### src/rtl/pbs_pkg.sv
package pbs_pkg;

   // bus width and word widths shared by the block and its checker
   localparam int unsigned BUS_W_DEF    = 6;
   localparam int unsigned WIDE_W_DEF   = 12;
   localparam int unsigned NARROW_W_DEF = 10;
   localparam int unsigned SLOTS_DEF    = 4;

   typedef enum logic {
      HALF_UPPER = 1'b0,
      HALF_LOWER = 1'b1
   } half_e;

endpackage

### src/rtl/pbs_slot_seq.sv
module pbs_slot_seq #(
   parameter int unsigned SLOTS  = 4,
   parameter int unsigned SLOT_W = (SLOTS > 1) ? $clog2(SLOTS) : 1
) (
   input  logic              clk,
   input  logic              rst_n,
   input  logic              vld,
   input  logic              line_brk,
   output logic              accept,
   output logic              busy,
   output logic [SLOT_W-1:0] slot
);
   localparam logic [SLOT_W-1:0] LAST_SLOT = SLOT_W'(SLOTS - 1);

   logic last;

   assign last   = (slot == LAST_SLOT);
   assign accept = vld && !line_brk && (!busy || last);

   always_ff @(posedge clk or negedge rst_n) begin
      if (!rst_n) begin
         busy <= 1'b0;
         slot <= '0;
      end else if (line_brk) begin
         busy <= 1'b0;
         slot <= '0;
      end else if (accept) begin
         busy <= 1'b1;
         slot <= '0;
      end else if (busy) begin
         if (last) begin
            busy <= 1'b0;
            slot <= '0;
         end else begin
            slot <= slot + 1'b1;
         end
      end
   end
endmodule

### src/rtl/pbs_word_hold.sv
module pbs_word_hold #(
   parameter int unsigned WIDE_W = 12
) (
   input  logic              clk,
   input  logic              rst_n,
   input  logic              load,
   input  logic [WIDE_W-1:0] word_in,
   input  logic              wide_in,
   output logic [WIDE_W-1:0] word_q,
   output logic              wide_q
);
   always_ff @(posedge clk or negedge rst_n) begin
      if (!rst_n) begin
         word_q <= '0;
         wide_q <= 1'b0;
      end else if (load) begin
         word_q <= word_in;
         wide_q <= wide_in;
      end
   end
endmodule

### src/rtl/pbs_half_fmt.sv
module pbs_half_fmt
   import pbs_pkg::*;
#(
   parameter int unsigned BUS_W    = 6,
   parameter int unsigned WIDE_W   = 12,
   parameter int unsigned NARROW_W = 10
) (
   input  logic [WIDE_W-1:0] word,
   input  logic              wide,
   input  half_e             half,
   input  logic              active,
   output logic [BUS_W-1:0]  bus
);
   localparam int unsigned PAD_W = 2 * BUS_W - NARROW_W;
   localparam int unsigned NLO_W = NARROW_W - BUS_W;

   logic [BUS_W-1:0] wide_hi, wide_lo, nar_hi, nar_lo, pick;

   assign wide_hi = word[WIDE_W-1 -: BUS_W];
   assign wide_lo = word[BUS_W-1:0];
   assign nar_hi  = word[NARROW_W-1 -: BUS_W];

   generate
      if (PAD_W > 0) begin : g_pad
         assign nar_lo = {word[NLO_W-1:0], {PAD_W{1'b0}}};
      end else begin : g_nopad
         assign nar_lo = word[BUS_W-1:0];
      end
   endgenerate

   always_comb begin
      if (wide) pick = (half == HALF_UPPER) ? wide_hi : wide_lo;
      else      pick = (half == HALF_UPPER) ? nar_hi  : nar_lo;
      bus = active ? pick : '0;
   end
endmodule

### src/rtl/pix_bus_serializer.sv
module pix_bus_serializer
   import pbs_pkg::*;
#(
   parameter int unsigned BUS_W    = BUS_W_DEF,
   parameter int unsigned WIDE_W   = WIDE_W_DEF,
   parameter int unsigned NARROW_W = NARROW_W_DEF,
   parameter int unsigned SLOTS    = SLOTS_DEF
) (
   input  logic              clk,
   input  logic              rst_n,
   input  logic [WIDE_W-1:0] word_i,
   input  logic              word_vld_i,
   input  logic              wide_sel_i,
   input  logic              line_brk_i,
   output logic [BUS_W-1:0]  bus_o,
   output logic [BUS_W-1:0]  bus_oe_o
);
   localparam int unsigned SLOT_W = (SLOTS > 1) ? $clog2(SLOTS) : 1;
   localparam int unsigned HALF_SLOTS = SLOTS / 2;

   generate
      if (WIDE_W != 2 * BUS_W) begin : g_bad_wide
         $error("WIDE_W must be twice BUS_W");
      end
      if (NARROW_W <= BUS_W || NARROW_W > WIDE_W) begin : g_bad_narrow
         $error("NARROW_W must lie in (BUS_W, WIDE_W]");
      end
      if (SLOTS < 2 || (SLOTS % 2) != 0) begin : g_bad_slots
         $error("SLOTS must be even and at least 2");
      end
   endgenerate

   logic              accept;
   logic              busy_q;
   logic [SLOT_W-1:0] slot_q;
   logic [WIDE_W-1:0] word_q;
   logic              wide_q;
   logic [BUS_W-1:0]  oe_q;
   half_e             half;

   pbs_slot_seq #(.SLOTS(SLOTS), .SLOT_W(SLOT_W)) u_seq (
      .clk      (clk),
      .rst_n    (rst_n),
      .vld      (word_vld_i),
      .line_brk (line_brk_i),
      .accept   (accept),
      .busy     (busy_q),
      .slot     (slot_q)
   );

   pbs_word_hold #(.WIDE_W(WIDE_W)) u_hold (
      .clk     (clk),
      .rst_n   (rst_n),
      .load    (accept),
      .word_in (word_i),
      .wide_in (wide_sel_i),
      .word_q  (word_q),
      .wide_q  (wide_q)
   );

   assign half = (slot_q < SLOT_W'(HALF_SLOTS)) ? HALF_UPPER : HALF_LOWER;

   pbs_half_fmt #(.BUS_W(BUS_W), .WIDE_W(WIDE_W), .NARROW_W(NARROW_W)) u_fmt (
      .word   (word_q),
      .wide   (wide_q),
      .half   (half),
      .active (busy_q),
      .bus    (bus_o)
   );

   // one enable flop per bus bit so each pad enable has its own driver
   generate
      for (genvar b = 0; b < BUS_W; b++) begin : g_oe
         always_ff @(posedge clk or negedge rst_n) begin
            if (!rst_n) oe_q[b] <= 1'b0;
            else        oe_q[b] <= !line_brk_i;
         end
      end
   endgenerate

   assign bus_oe_o = oe_q;
endmodule

### config.mk
export PLATFORM = sky130hd
export DESIGN_NAME = pix_bus_serializer
export DESIGN_NICKNAME = d
export VERILOG_FILES = /design/src/rtl/pbs_pkg.sv /design/src/rtl/pbs_slot_seq.sv /design/src/rtl/pbs_word_hold.sv /design/src/rtl/pbs_half_fmt.sv /design/src/rtl/pix_bus_serializer.sv
export SDC_FILE = /design/constraint.sdc
export NUM_CORES = 1
export LEC_CHECK = 0
export CAP_MARGIN = 20
export CORE_ASPECT_RATIO = 1.4
export CORE_MARGIN = 4
export CORE_UTILIZATION = 40
export CTS_CLUSTER_DIAMETER = 150
export CTS_CLUSTER_SIZE = 12
export DETAILED_ROUTE_END_ITERATION = 8
export DONT_BUFFER_PORTS = 1
export GPL_TIMING_DRIVEN = 0
export REMOVE_ABC_BUFFERS = 1
export SYNTH_ARGS = -nofsm -noshare
export SYNTH_HDL_FRONTEND = slang
export SYNTH_SLANG_ARGS = --single-unit
### constraint.sdc
create_clock -name clk -period 3.3 [get_ports clk]
set_clock_uncertainty 0.15 [all_clocks]
set_input_delay 0.33 -clock clk [delete_from_list [all_inputs] [get_ports clk]]
set_output_delay 0.33 -clock clk [all_outputs]
set_load 0.01 [all_outputs]
==> qor.yml, run 1 <==
sta:
  tns_ns: 0
  max_slew_margin_pct: 48.5
  finalSetupViolCount: 0
  holdWs_ns: 0.0286
  rsz0062_at_grt: "no"
  worst_slack_ns: 0.994
  fin_crit_ns: 2.31
  tightest_slew_ns: 0.770
  hold_viol_final: 0
  fin_crit_sh_pct: 69.9
  slew_viol_final: 0
  max_clock_freq_ghz: 0.434
setup_path:
  crit_buf_inv: 0
  critPathSlowestCell: "dfrtp_1"
  cp_data_arrival_time_ns: 2.32
  cp-start-kind: "flop"
  cp.required_ns: 3.31
  worstPathCellList: "ha_1 -> nor2b_4 -> nor3b_4 -> mux2_2"
  crit_type: "flop to flop"
  endpoint_kind: "flop"
  path_delay_family: "flip-flops"
  path_max_fanout: 13
  critPathMaxStageDelay_ns: 0.65
final_layout:
  final_common_cell: "dfrtp_1"
  drive_gt1_share_pct: 24.3
  stdcell_count: 91
  syn2layout_area_growth_pct: 0.424
  antenna_cells: 0
  final_cell_mix: "17 x dfrtp_1, 12 x mux2_2, 8 x mux2i_1"
  fill_cells: 209
  num-nets-final: 89
clock_network:
  clk_pin_slew_worst_paths_ns: 0.09
  clock_sinks: 17
  cts-root-buf: "clkbuf_4"
  cts_tree: "yes"
  cts_inserted_buffers: 3
  clock_latency_ns: 0.28
  htreeDepth: 1
  postCtsSetupBuffers: 0
  cts_buffer_depth: 2
drt:
  via_per_inst: 5.77
  wl_per_cell_um: 16.4
  wl_um: 1490
  drt_iter0_markers: 8
  antenna_left: 0
  num_vias: 525
  drc_errors: 0
  drt-pass1-iter-count: 3
power:
  netSwitchingPower_mw: 0.124
  power_frac_comb_pct: 18.9
  p_total_mw: 0.461
  vdd_drop_max_uv: 309
  p_leak_nw: 0.359
  power.share.sequential_pct: 58.8
  p_per_area_mw_per_mm2: 519
  pwr-share-clk_pct: 22.3
  p_int_mw: 0.337
  swShare_pct: 27.0
logic_synthesis:
  synth_cell_types: 22
  yosys.area_share.xor_xnor_pct: 0
  synth_top_family_by_area: "multiplexers"
  synthMuxAreaShare_pct: 25.6
  yosys.area_share.simple_pct: 11.6
  syn_inst: 73
  syn_area_um2: 886
  synth-adder-area-share_pct: 1.41
  synth-seq-cells: 17
  ys_warn_count: 0
  synth_compound_area_share_pct: 5.23
  seq_area_frac_synth_pct: 48.0
  avgSynthCellArea_um2: 12.1
floorplanning:
  dieArea_mm2: 0.00304
  io_pins: 29
  initial_core_util_pct: 43.3
  chipHeight_um: 63.7
  rows: 19
  core_area_mm2: 0.00204
  die_w_um: 47.8
place:
  pre_cts_slack_ns: 1.00
  io_buffer_count: 0
  dp_hpwl_um: 1120
  gp_congestion: 0.613
  dp_cells: 85
global_route:
  grt_use_total_pct: 10.8
  grt_pass1_vias: 521
  grt_overflow: 0
  antenna_found_initial: 0
  grt_max_degree: 18
  grt_pass1_wl_um: 2310
flow_run:
  maxCapViolCount: 0
outcome:
  status: "complete, no violations"
min_path:
  min_path_type: "primary input to flop"
metrics by stage:
stage	utilization (%)	instance area, um2
after global routing	43.5	890
final	43.5	890
after detailed placement	41.2	843
after global placement	41.2	843
after CTS	43.5	890
after floorplan	-	817
Yosys cell counts, drive strengths merged:
library cell   n  share of area [%]
nand2          2               0.85
inv            1               0.42
buf            8                7.3
nor2           5                2.1
ha             1                1.4
nor3b          3                3.8
a21oi          1               0.56
nand3          2                1.1
clkbuf         1               0.42
nand2b         1               0.71
a31oi          1               0.71
o22ai          4                2.8
mux2i          8                9.0
dfrtp         17                 48
and2           2                1.4
o21ai          2                1.1
mux2          13                 17
nor2b          1                1.6
logic make-up after synthesis:
logic type	count (synthesis)
multiplexers	21
flip-flops	17
AND/OR/NAND/NOR	16
buffers and inverters	10
AO/OA/AOI/OAI	8
adder cells (fa/ha/maj)	1
power by group through the flow:
| stage | sequential [mW] | clock (mW) | combinational, mW |
|---|---|---|---|
| after floorplan | 0.268 | 0 | 0.0724 |
| after global placement | 0.274 | 0 | 0.0798 |
| after detailed placement | 0.276 | 0 | 0.0827 |
| after CTS | 0.272 | 0.111 | 0.0891 |
| after global routing | 0.277 | 0.118 | 0.0971 |
| final | 0.271 | 0.103 | 0.0870 |
final timing paths:
| path | startpoint | end | slack (ns) | depth (start not counted) |
|---|---|---|---|---|
| max | u_seq.slot[1]$_DFFE_PN0P_ | u_hold.word_q[2]$_DFFE_PN0P_ | 0.99 | 4 |
| min | word_vld_i | u_seq.busy$_DFF_PN0_ | 0.03 | 2 |
| max reg2reg | u_seq.slot[1]$_DFFE_PN0P_ | u_hold.word_q[2]$_DFFE_PN0P_ | 0.99 | 4 |
| min reg2reg | u_hold.word_q[8]$_DFFE_PN0P_ | u_hold.word_q[8]$_DFFE_PN0P_ | 0.36 | 1 |
| max in group asynchronous | rst_n | u_hold.word_q[8]$_DFFE_PN0P_ | 2.10 | 1 |
| min in group asynchronous | rst_n | u_hold.word_q[0]$_DFFE_PN0P_ | 0.41 | 1 |
routing by layer:
layer | global-route usage, % | vias to the layer above | share of wire [%]
met2 | 15.2 | 17 | 48
met1 | 13.7 | 257 | 43
met3 | 4.56 | 2 | 7.7
met4 | 5.05 | 0 | 0.87
li1 | - | 249 | -
met5 | 0 | - | 0
worst reg2reg max path, cell delays in order (launching register included):
cell and delay (ns):
dfrtp_1 0.65, ha_1 0.34, nor2b_4 0.07, nor3b_4 0.58, mux2_2 0.41
what timing repair did:
action,4_1_cts,5_1_grt
hold buffers,2,0
gates resized for setup,0,0
hold endpoints to repair,21,0
state kept, by name (all words and copies together) (netlist names):
| signal | flops |
|---|---|
| bus_oe_o | 1 |
| u_hold.wide_q | 1 |
| u_hold.word_q | 12 |
| u_seq.busy | 1 |
| u_seq.slot | 2 |
area by class of cell:
cell class / instances / area [um2] / share of cell area [%]
inverters: 1 / 3.75 / 0.422
multi-input cells: 46 / 388 / 43.6
well taps: 21 / 26.3 / 2.95
flip-flops and latches: 17 / 425 / 47.8
clock buffers: 4 / 26.3 / 2.95
repair buffers: 2 / 20.0 / 2.25
(Power assumes the default switching activity.)
==> run 2: changes to the inputs <==
Settings changed: ABC_AREA from default to 1.
Clock period 3.3 ns to 2.1 ns, I/O delays scaled along.
==> run 2 against run 1 <==
Against the previous run:
- design area rose by 22%
- synthesized area rose by 4.9%
- setup slack worse by 0.70 ns
- critical path type is now flop to output port
- via count is 38% higher
- utilization increased by 5.7 points
==> qor.yml, run 2 <==
floorplanning:
  io_pins: 29  # unchanged
  core_area_mm2: 0.00220  # was 0.00204 mm2
  initial_core_util_pct: 42.2  # was 43.3%
  die_w_um: 48.7  # was 47.8 um
  chipHeight_um: 65.0  # was 63.7 um
  dieArea_mm2: 0.00317  # was 0.00304 mm2
  rows: 20  # was 19
final_layout:
  stdcell_count: 146  # was 91
  regMostFlops: "u_hold.word_q"  # unchanged
  num-nets-final: 143  # was 89
  final_cell_mix: "19 x inv_1, 17 x dfrtp_1, 16 x dlygate4sd3_1"  # was 17 x dfrtp_1, 12 x mux2_2, 8 x mux2i_1
  antenna_cells: 0  # unchanged
  reg_top3: "u_hold.word_q (12), u_seq.slot (2)"  # unchanged
  fill_cells: 218  # was 209
  largest_reg_flops: 12  # unchanged
  final_common_cell: "inv_1"  # was dfrtp_1
  drive_gt1_share_pct: 16.1  # was 24.3%
  syn2layout_area_growth_pct: 16.6  # was 0.424%
drt:
  drc_errors: 0  # unchanged
  wl_um: 1840  # was 1490 um
  drt-pass1-iter-count: 4  # was 3
  antenna_left: 0  # unchanged
  wl_per_cell_um: 12.6  # was 16.4 um
  drt_iter0_markers: 14  # was 8
  num_vias: 726  # was 525
  via_per_inst: 4.97  # was 5.77
setup_path:
  cp-start-kind: "flop"  # unchanged
  crit_type: "flop to output port"  # was flop to flop
  worstPathCellList: "inv_2 -> nand2_1 -> nand3_1 -> a21oi_1"  # was ha_1 -> nor2b_4 -> nor3b_4 -> mux2_2
  ff2ff_path_depth: 5  # was 4
  cp.required_ns: 1.74  # was 3.31 ns
  critPathMaxStageDelay_ns: 0.53  # was 0.65 ns
  critPathSlowestCell: "dfrtp_1"  # unchanged
  cp_data_arrival_time_ns: 1.45  # was 2.32 ns
  endpoint_kind: "output port"  # was flop
  path_max_fanout: 9  # was 13
sta:
  rsz0062_at_grt: "no"  # unchanged
  hold_viol_final: 0  # unchanged
  max_slew_margin_pct: 49.1  # was 48.5%
  fin_crit_sh_pct: 86.1
  slew_viol_final: 0  # unchanged
  finalSetupViolCount: 0  # unchanged
  fin_crit_ns: 1.81
  max_clock_freq_ghz: 0.553
  tightest_slew_ns: 0.761  # was 0.770 ns
  tns_ns: 0  # unchanged
logic_synthesis:
  synth.top_cell.area_share_pct: 45.8  # was 48.0%
  synth_common_cells: "19 x inv_1, 17 x dfrtp_1, 14 x nand3_1, 14 x nor2_1, 13 x a21oi_2"  # was 17 x dfrtp_1, 12 x mux2_2, 8 x mux2i_1
  synth-edff-count: 0  # unchanged
  synth-seq-cells: 17  # unchanged
  synth_ff_type: "dfrtp_1"  # unchanged
  synth_top_cell_by_area: "dfrtp_1"  # unchanged
  syn_inst: 111  # was 73
  syn_area_um2: 930  # was 886 um2
  async_flop_share_pct: 100  # unchanged
  synth.area.top_cells: "dfrtp_1 46%, a21oi_2 12%, inv_1 7.7%, nand3_1 7.5%, nor2_1 5.7%"  # was dfrtp_1 48%, mux2_2 15%, mux2i_1 9.0%, buf_4 4.2%, o22ai_1 2.8%
  yosysMostFrequentCell: "inv_1"  # was dfrtp_1
  ys_warn_count: 0  # unchanged
  synth_cell_types: 16  # was 22
  seq_area_frac_synth_pct: 45.8  # was 48.0%
  avgSynthCellArea_um2: 8.38  # was 12.1 um2
global_route:
  antenna_found_initial: 0  # unchanged
  grt_pass1_wl_um: 3230  # was 2310 um
  grt_max_degree: 28  # was 18
  grt_use_total_pct: 12.8  # was 10.8%
  grt_pass1_vias: 718  # was 521
  grt_overflow: 0  # unchanged
power:
  p_per_area_mw_per_mm2: 731  # was 519 mW/mm2
  vdd_drop_max_uv: 312  # was 309 uV
  p_leak_nw: 0.529  # was 0.359 nW
outcome:
  status: "complete, no violations"  # unchanged
clock_network:
  cts_buffer_depth: 2  # unchanged
  cts_tree: "yes"  # unchanged
  cts-root-buf: "clkbuf_4"  # unchanged
  clk_pin_slew_worst_paths_ns: 0.11  # was 0.09 ns
  cts_inserted_buffers: 3  # unchanged
  postCtsSetupBuffers: 0  # unchanged
  htreeDepth: 1  # unchanged
  clock_latency_ns: 0.30  # was 0.28 ns
  clock_sinks: 17  # unchanged
place:
  gp_congestion: 0.784  # was 0.613
  io_buffer_count: 0  # unchanged
  dp_cells: 126  # was 85
  dp_hpwl_um: 1290  # was 1120 um
flow_run:
  maxCapViolCount: 0  # unchanged
min_path:
  hold_path_depth: 3  # was 2
  min_path_type: "primary input to flop"  # unchanged
run 2: changes by cell type after synthesis, sizes merged, moves of 2 or more:
cell / delta
a21oi: +19
nor2: +10
inv: +19
nand2: +12
mux2: -13
and2: -2
o22ai: -4
mux2i: -8
nor3b: -3
nand3: +12
run 2: per-stage QoR:
| stage | hold slack, ns | total power [mW] | cell area, um2 | setup WS (ns) | utilization [%] |
|---|---|---|---|---|---|
| finish | 0.0268 | 0.792 | 1080 | 0.291 | 49.2 |
| global route | 0.0494 | 0.848 | 1080 | 0.189 | 49.2 |
| CTS | 0.0290 | 0.800 | 1080 | 0.289 | 49.2 |
| detailed placement | -0.235 | 0.589 | 897 | 0.513 | 40.7 |
| global placement | -0.235 | 0.585 | 897 | 0.551 | 40.7 |
| floorplan | -0.236 | 0.554 | 870 | 0.691 | - |
run 2: repair_timing:
item,4_1_cts,5_1_grt
hold endpoints to repair,34,0
resized for setup,0,0
hold buffers,16,0
run 2: where the power goes:
| part | total, mW | internal, mW | switching, mW |
|---|---|---|---|
| logic | 0.209 | 0.0843 | 0.125 |
| registers | 0.402 | 0.374 | 0.0282 |
| clock network | 0.180 | 0.0739 | 0.107 |
run 2: cell families after synthesis:
group,synth area share (%)
fa+ha+maj,1.35
compound gates,17.1
buf+inv,14.5
simple gates,21.3
flops,45.8
run 2: final cells by class:
class	instances	area (um2)	share of cell area, %
tap	22	27.5	2.54
inverter	20	75.1	6.93
multi-input combinational	67	369	34.1
timing repair buffer	16	160	14.8
sequential	17	425	39.3
clock buffer	4	26.3	2.42
run 2: worst paths after layout:
check / slack, ns / startpoint / endpoint
max: 0.29 / u_seq.slot[1]$_DFFE_PN0P_ / bus_o[3]
min reg2reg: 0.36 / u_hold.word_q[11]$_DFFE_PN0P_ / u_hold.word_q[11]$_DFFE_PN0P_
max reg2reg: 0.32 / u_seq.slot[1]$_DFFE_PN0P_ / u_seq.busy$_DFF_PN0_
min: 0.03 / word_vld_i / u_seq.slot[1]$_DFFE_PN0P_
max in group asynchronous: 1.05 / rst_n / u_hold.word_q[5]$_DFFE_PN0P_
min in group asynchronous: 0.26 / rst_n / u_hold.word_q[0]$_DFFE_PN0P_
run 2: worst max-delay path, delay by kind of cell, from the launching register on:
| kind | cells | cell delay [ns] |
|---|---|---|
| AO/OA/AOI/OAI | 1 | 0.29 |
| buffers and inverters | 1 | 0.15 |
| flip-flops | 1 | 0.53 |
| AND/OR/NAND/NOR | 2 | 0.18 |
run 2: routing by layer:
layer | global-route usage (%) | routed length [um]
met1 | 16.2 | 851
met2 | 20.4 | 886
met3 | 3.68 | 90
met4 | 5.05 | 12
met5 | 0 | 0
